==> src/rtl/dbuf_ag_pkg.sv <==
package dbuf_ag_pkg;
  typedef enum logic [1:0] {
    MODE_S2     = 2'b00,
    MODE_S4     = 2'b01,
    MODE_SPLIT8 = 2'b10,
    MODE_MIXED  = 2'b11
  } mode_e;
endpackage

==> src/rtl/dbuf_ag_slot_dec.sv <==
module dbuf_ag_slot_dec
  import dbuf_ag_pkg::*;
#(
  parameter int N_STRM  = 24,
  parameter int CH_BASE = 32,
  parameter int CHAN_W  = 7,
  parameter int STRM_W  = 5
) (
  input  mode_e              mode_i,
  input  logic               we_i,
  input  logic [CHAN_W-1:0]  chan_i,
  input  logic [STRM_W-1:0]  strm_i,
  output logic               ok_o,
  output logic               fast_o,
  output logic [STRM_W-1:0]  idx_o,
  output logic               fin_a_o,
  output logic               fin_b_o
);
  localparam int SLOW_N = N_STRM * 2 / 3;
  localparam logic [CHAN_W-1:0] C1L = CHAN_W'(CH_BASE - 1);
  localparam logic [CHAN_W-1:0] C2L = CHAN_W'(2 * CH_BASE - 1);
  localparam logic [CHAN_W-1:0] C4L = CHAN_W'(4 * CH_BASE - 1);
  localparam logic [STRM_W-1:0] S_LAST  = STRM_W'(N_STRM - 1);
  localparam logic [STRM_W-1:0] S_HALF  = STRM_W'(N_STRM / 2);
  localparam logic [STRM_W-1:0] S_HLAST = STRM_W'(N_STRM / 2 - 1);
  localparam logic [STRM_W-1:0] S_SLOW  = STRM_W'(SLOW_N);
  localparam logic [STRM_W-1:0] S_SLAST = STRM_W'(SLOW_N - 1);

  always_comb begin
    ok_o    = 1'b0;
    fast_o  = 1'b0;
    idx_o   = strm_i;
    fin_a_o = 1'b0;
    fin_b_o = 1'b0;
    unique case (mode_i)
      MODE_S2: begin
        ok_o    = (chan_i <= C1L) && (strm_i <= S_LAST);
        fin_a_o = (chan_i == C1L) && (strm_i == S_LAST);
      end
      MODE_S4: begin
        ok_o    = (chan_i <= C2L) && (strm_i <= S_LAST);
        fin_a_o = (chan_i == C2L) && (strm_i == S_LAST);
      end
      MODE_SPLIT8: begin
        if (we_i) begin
          ok_o    = (strm_i < S_HALF);
          fin_a_o = (chan_i == C4L) && (strm_i == S_HLAST);
        end else begin
          ok_o    = (strm_i >= S_HALF) && (strm_i <= S_LAST);
          idx_o   = strm_i - S_HALF;
          fin_a_o = (chan_i == C4L) && (strm_i == S_LAST);
        end
      end
      MODE_MIXED: begin
        if (strm_i < S_SLOW) begin
          ok_o    = (chan_i <= C1L);
          fin_b_o = (chan_i == C1L) && (strm_i == S_SLAST);
        end else begin
          ok_o    = (strm_i <= S_LAST);
          fast_o  = 1'b1;
          idx_o   = strm_i - S_SLOW;
          fin_a_o = (chan_i == C4L) && (strm_i == S_LAST);
        end
      end
      default: ok_o = 1'b0;
    endcase
  end
endmodule

==> src/rtl/dbuf_ag_addr_calc.sv <==
module dbuf_ag_addr_calc
  import dbuf_ag_pkg::*;
#(
  parameter int N_STRM = 24,
  parameter int ADDR_W = 13,
  parameter int CHAN_W = 7,
  parameter int STRM_W = 5
) (
  input  mode_e              mode_i,
  input  logic               we_i,
  input  logic               fast_i,
  input  logic               blk_i,
  input  logic [CHAN_W-1:0]  chan_i,
  input  logic [STRM_W-1:0]  idx_i,
  output logic [ADDR_W-1:0]  addr_o
);
  localparam int SLOW_N = N_STRM * 2 / 3;
  localparam int FAST_N = N_STRM - SLOW_N;
  localparam logic [ADDR_W-1:0] M_FULL = ADDR_W'(N_STRM);
  localparam logic [ADDR_W-1:0] M_HALF = ADDR_W'(N_STRM / 2);
  localparam logic [ADDR_W-1:0] M_SLOW = ADDR_W'(SLOW_N);
  localparam logic [ADDR_W-1:0] M_FAST = ADDR_W'(FAST_N);
  localparam logic [ADDR_W-1:0] R_Q = ADDR_W'(1) << (ADDR_W - 3);
  localparam logic [ADDR_W-1:0] R_H = ADDR_W'(1) << (ADDR_W - 2);
  localparam logic [ADDR_W-1:0] R_F = ADDR_W'(1) << (ADDR_W - 1);

  logic [ADDR_W-1:0] cx, ix, mult, reg_off, blk_off;

  always_comb begin
    cx = ADDR_W'(chan_i);
    ix = ADDR_W'(idx_i);
    unique case (mode_i)
      MODE_S2: begin
        mult    = M_FULL;
        reg_off = we_i ? R_Q : '0;
        blk_off = R_H;
      end
      MODE_S4: begin
        mult    = M_FULL;
        reg_off = we_i ? R_H : '0;
        blk_off = R_F;
      end
      MODE_SPLIT8: begin
        mult    = M_HALF;
        reg_off = we_i ? R_H : '0;
        blk_off = R_F;
      end
      default: begin
        mult    = fast_i ? M_FAST : M_SLOW;
        if (fast_i) reg_off = we_i ? (R_H | R_Q) : R_Q;
        else        reg_off = we_i ? R_H : '0;
        blk_off = R_F;
      end
    endcase
    addr_o = cx * mult + ix + reg_off + (blk_i ? blk_off : '0);
  end
endmodule

==> src/rtl/dbuf_ag_blk_track.sv <==
module dbuf_ag_blk_track (
  input  logic clk_i,
  input  logic rst_ni,
  input  logic hit_i,
  input  logic mixed_i,
  input  logic fin_a_i,
  input  logic fin_b_i,
  output logic blk_o
);
  logic pend_a_q, pend_b_q, done;

  // mixed mode: frame ends when both final slots were seen, either order
  assign done = hit_i && (mixed_i ? ((fin_a_i && pend_b_q) || (fin_b_i && pend_a_q))
                                  : fin_a_i);

  always_ff @(posedge clk_i or negedge rst_ni) begin
    if (!rst_ni) begin
      blk_o    <= 1'b0;
      pend_a_q <= 1'b0;
      pend_b_q <= 1'b0;
    end else begin
      if (done) blk_o <= ~blk_o;
      if (!mixed_i || done) begin
        pend_a_q <= 1'b0;
        pend_b_q <= 1'b0;
      end else if (hit_i) begin
        if (fin_a_i) pend_a_q <= 1'b1;
        if (fin_b_i) pend_b_q <= 1'b1;
      end
    end
  end
endmodule

==> src/rtl/dbuf_addr_gen.sv <==
module dbuf_addr_gen
  import dbuf_ag_pkg::*;
#(
  parameter int N_STRM  = 24,
  parameter int CH_BASE = 32,
  parameter int ADDR_W  = 13,
  localparam int CHAN_W = $clog2(CH_BASE * 4),
  localparam int STRM_W = $clog2(N_STRM)
) (
  input  logic              clk_i,
  input  logic              rst_ni,
  input  logic [1:0]        mode_i,
  input  logic              frame_start_i,
  input  logic              req_valid_i,
  input  logic              req_we_i,
  input  logic [CHAN_W-1:0] req_chan_i,
  input  logic [STRM_W-1:0] req_strm_i,
  output logic [ADDR_W-1:0] addr_o,
  output logic              addr_valid_o,
  output logic              addr_we_o,
  output logic              rd_blk_o,
  output logic              wr_blk_o
);
  mode_e              mode_q;
  logic               ok, fast, fin_a, fin_b, acc, cur_blk;
  logic [STRM_W-1:0]  idx;
  logic [ADDR_W-1:0]  addr_d;
  logic [1:0]         hit, blk;

  always_ff @(posedge clk_i or negedge rst_ni) begin
    if (!rst_ni)            mode_q <= MODE_S2;
    else if (frame_start_i) mode_q <= mode_e'(mode_i);
  end

  dbuf_ag_slot_dec #(
    .N_STRM(N_STRM), .CH_BASE(CH_BASE), .CHAN_W(CHAN_W), .STRM_W(STRM_W)
  ) u_dec (
    .mode_i(mode_q), .we_i(req_we_i), .chan_i(req_chan_i), .strm_i(req_strm_i),
    .ok_o(ok), .fast_o(fast), .idx_o(idx), .fin_a_o(fin_a), .fin_b_o(fin_b)
  );

  assign acc     = req_valid_i && ok;
  assign cur_blk = req_we_i ? blk[1] : blk[0];

  for (genvar d = 0; d < 2; d++) begin : g_dir
    assign hit[d] = acc && ((d == 1) ? req_we_i : !req_we_i);
    dbuf_ag_blk_track u_trk (
      .clk_i(clk_i), .rst_ni(rst_ni), .hit_i(hit[d]),
      .mixed_i(mode_q == MODE_MIXED), .fin_a_i(fin_a), .fin_b_i(fin_b),
      .blk_o(blk[d])
    );
  end

  dbuf_ag_addr_calc #(
    .N_STRM(N_STRM), .ADDR_W(ADDR_W), .CHAN_W(CHAN_W), .STRM_W(STRM_W)
  ) u_calc (
    .mode_i(mode_q), .we_i(req_we_i), .fast_i(fast), .blk_i(cur_blk),
    .chan_i(req_chan_i), .idx_i(idx), .addr_o(addr_d)
  );

  always_ff @(posedge clk_i or negedge rst_ni) begin
    if (!rst_ni) begin
      addr_o       <= '0;
      addr_valid_o <= 1'b0;
      addr_we_o    <= 1'b0;
    end else begin
      addr_valid_o <= acc;
      if (acc) begin
        addr_o    <= addr_d;
        addr_we_o <= req_we_i;
      end
    end
  end

  assign rd_blk_o = blk[0];
  assign wr_blk_o = blk[1];
endmodule

==> config.mk <==
export PLATFORM = sky130hd
export DESIGN_NAME = dbuf_addr_gen
export DESIGN_NICKNAME = d
export VERILOG_FILES = /design/src/rtl/dbuf_ag_pkg.sv /design/src/rtl/dbuf_ag_slot_dec.sv /design/src/rtl/dbuf_ag_addr_calc.sv /design/src/rtl/dbuf_ag_blk_track.sv /design/src/rtl/dbuf_addr_gen.sv
export SDC_FILE = /design/constraint.sdc
export NUM_CORES = 1
export LEC_CHECK = 0
export BUFFER_PORTS_ARGS = -buffer_cell sky130_fd_sc_hd__buf_4
export CORE_MARGIN = 2
export CORE_UTILIZATION = 35
export CTS_BUF_LIST = sky130_fd_sc_hd__clkbuf_8 sky130_fd_sc_hd__clkbuf_16
export DETAILED_ROUTE_END_ITERATION = 8
export PLACE_DENSITY = 0.65
export SLEW_MARGIN = 30
export SYNTH_ARGS = -nofsm -noshare
export SYNTH_HDL_FRONTEND = slang
export SYNTH_HIERARCHICAL = 1
export SYNTH_SLANG_ARGS = --single-unit
==> constraint.sdc <==
create_clock -name clk_i -period 6 [get_ports clk_i]
set_input_delay 0.6 -clock clk_i [delete_from_list [all_inputs] [get_ports clk_i]]
set_output_delay 0.6 -clock clk_i [all_outputs]
set_load 0.01 [all_outputs]
==> key figures <==
Setup path
  • CP max-delay cell: dfrtp_1
  • CP Buf/Inv Count: 3
  • Worst Path Max Fanout: 15
  • Worst path max stage delay: 550 ps
  • Cell Chain, Critical Path: nand3_1 > inv_1 > nand2b_1 > o21ai_1 > nand2_1 > fa_1 > fa_1 > inv_1 > ha_1 > ha_1 > ha_1 > inv_1 > fa_1 > nor2b_4 > o31a_1 > or4_1 > nand3_1 > mux2_2
  • Worst EP arrival: 4810 ps
  • Critical path class: flip-flop to flip-flop
  • Crit path launch type: flip-flop
  • Critical Path End Type: flip-flop
  • Family with the most delay on the worst path: adder cells
  • WP data required: 6210 ps

Clock network
  • CTS Sinks: 23
  • Clk buf depth: 2
  • CTS root buffer: clkbuf_8
  • Worst skew pair latency: 260 ps
  • Postcts setup bufs: 0
  • Clk slew on worst S/H paths: 90 ps
  • CTS resizes: 0
  • Hold_buf cts: 0
  • Htree depth: 1
  • Num CTS Buffers: 3
  • CTS tree: built

Yosys
  • Top post-synthesis cells by area: dfrtp_1 25%, ha_1 22%, fa_1 7.8%, mux2_4 4.5%, mux2_2 4.4%
  • FF+latch count, synth: 23
  • Yosys warns: 6
  • Syn nets: 300
  • Async SR Flop Fraction: 1.00
  • Synth top cells by count: 40 x ha_1, 25 x inv_1, 23 x dfrtp_1, 23 x nand2_1, 12 x a21oi_1
  • Synthesized area: 2320 sq um
  • Post-synthesis sequential area ratio: 0.248
  • Synth Instances: 232
  • EDFF count, synth: 0
  • Share of the synthesized area in the top cell type: 0.248
  • Yosys cell types: 47
  • Post-synthesis average cell area: 9.99 sq um
  • Dominant cell by count in the synthesized netlist: ha_1
  • Ys flop type: dfrtp_1
  • Area leader, netlist: dfrtp_1

Die
  • IO Pins: 36
  • Initial Util: 0.363
  • Die height: 85.4 um
  • Die width: 85.4 um
  • Core area: 6390 sq um
  • Row Count: 29
  • Die ar.: 7290 sq um

Layout
  • Layout cell share with drive strength beyond 1: 0.257
  • Final Cell Area: 2680 sq um
  • Antenna diode count: 0
  • Fin util: 0.419
  • Fillcell total: 650
  • Final instance count without filler cells: 342
  • Layout area overhead: 15.4%
  • Nets: 334

Timing
  • Post-route setup TNS: 0 ps
  • Final setup vio count: 0
  • Worst-Margin Slew: 778 ps
  • Final worst-path cycle share: 0.767
  • Slew headroom: 0.477
  • Clk_skew: 3.38 ps
  • F_max: 217 MHz
  • Hold Vio Cnt, Final: 0
  • Fin. max-slew vios: 0
  • RSZ-0062 raised after global routing: no
  • Crit path time final: 4600 ps

Detailed routing
  • DRC violations left: 0
  • Wirelength per Cell: 12.5 um
  • Routed WL: 4270 um
  • Vias per inst: 5.10
  • Vias: 1743
  • Drt first pass iters: 4
  • Starting DRC count in detailed routing: 69
  • Antenna viol nets, final: 0

Job
  • Max Cap Viol: 0

Outcome
  • Status: completed

Placed design
  • GPL Wtd Cong: 0.818
  • I/O Buffers: 35
  • Hpwl dp: 3380 um
  • Post-placement cell count: 338
  • Placed instance area: 2630 sq um

Power and ir drop
  • Pwr dens: 257 nW/um^2
  • Worst VDD drop: 0.152 mV
  • LEAKAGE: 1.41 nW

GRT
  • Global route overflow: 0
  • First-pass GRT wire length: 7330 um
  • Initial antenna violation count: 0
  • Number of global-route vias before repair: 1561
  • Total track usage: 0.123
  • Largest net degree at the start of global routing: 24

Worst hold path
  • Min-delay worst type: input port to async pin
-- path summary, 6_finish.rpt --
check,endpoint,slack (ps),depth (start not counted),startpoint
max,addr_o[11],1400,18,mode_q[1]
max reg2reg,addr_o[11],1400,18,mode_q[1]
min reg2reg,addr_we_o,490,1,addr_we_o
min in group clk_i,addr_we_o,490,1,addr_we_o
min,g_dir[0].u_trk/blk_o,220,1,rst_ni
max in group asynchronous,addr_o[7],5540,1,rst_ni
-- worst register-to-register path, cell delays in order, from the launching register on --
cell and delay [ps]:
dfrtp_1 550, nand3_1 220, inv_1 70, nand2b_1 250, o21ai_1 310, nand2_1 150, fa_1 510, fa_1 510
inv_1 40, ha_1 280, ha_1 200, ha_1 190, inv_1 70, fa_1 240, nor2b_4 50, o31a_1 270
or4_1 400, nand3_1 90, mux2_2 130
-- stage by stage --
step                      hold slack (ps)  power, mW  worst slack [ps]
final                                 219      0.687              1400
after global routing                  238      0.759              1100
after CTS                             230      0.703              1410
after detailed placement              477      0.602              1320
after global placement                469      0.596              1430
after floorplan                       304      0.476              1750
-- cells by family (layout without fill, tap and decap cells) --
logic type	after synthesis	count (layout)	share of synthesized area
simple gates	68	68	0.171
mux	16	16	0.0890
compound gates	33	33	0.0934
xor+xnor	10	10	0.0378
buf+inv	32	65	0.0621
flops	23	23	0.248
fa+ha+maj	50	50	0.298
-- power breakdown --
part           total, mW  switching, mW  internal (mW)
Combinational      0.366          0.168          0.199
Sequential         0.224         0.0267          0.198
Clock             0.0969         0.0512         0.0457
Total              0.687          0.245          0.442
-- state kept, by name, summed over array words and instances (netlist names) --
signal                count
addr_valid_o              1
g_dir.u_trk/blk_o         2
g_dir.u_trk/pend_a_q      2
addr_we_o                 1
addr_o                   13
g_dir.u_trk/pend_b_q      2
mode_q                    2
-- final cells by class --
class,count,area (sq um),area share
Clock inverter,1,3.75,0.00140
Timing Repair Buffer,35,263,0.0982
Multi-Input combinational cell,177,1600,0.597
Tap cell,77,96.3,0.0360
Inverter,26,97.6,0.0365
Sequential cell,23,576,0.215
Clock buffer,3,41.3,0.0154
-- routing by layer --
| layer | track usage | wire [um] | up-vias |
|---|---|---|---|
| li1 | - | - | 866 |
| met1 | 0.182 | 2180 | 855 |
| met2 | 0.192 | 1980 | 20 |
| met3 | 0.0146 | 85 | 2 |
| met4 | 0.0260 | 23 | 0 |
| met5 | 0 | 0 | - |
-- placed cells by master, fill, tap and decap left out, types with 2 or more instances in the layout --
cell type / netlist / routed
ha_1: 40 / 40
buf_4: 4 / 35
inv_1: 25 / 26
dfrtp_1: 23 / 23
nand2_1: 23 / 23
a21oi_1: 12 / 12
mux2_2: 9 / 9
fa_1: 9 / 9
and2_1: 8 / 8
mux2_4: 7 / 7
xnor2_1: 7 / 7
nor2_1: 6 / 6
nand4_1: 5 / 5
nor3b_1: 5 / 5
o21ai_0: 4 / 4
nand3_1: 4 / 4
clkbuf_8: 0 / 3
nor2b_4: 3 / 3
xor2_1: 3 / 3
and3_2: 2 / 2
o21ai_2: 2 / 2
o21a_1: 2 / 2
o21ai_1: 2 / 2
a21o_1: 2 / 2
a31oi_1: 2 / 2
Power figures use the tool's default switching activity.
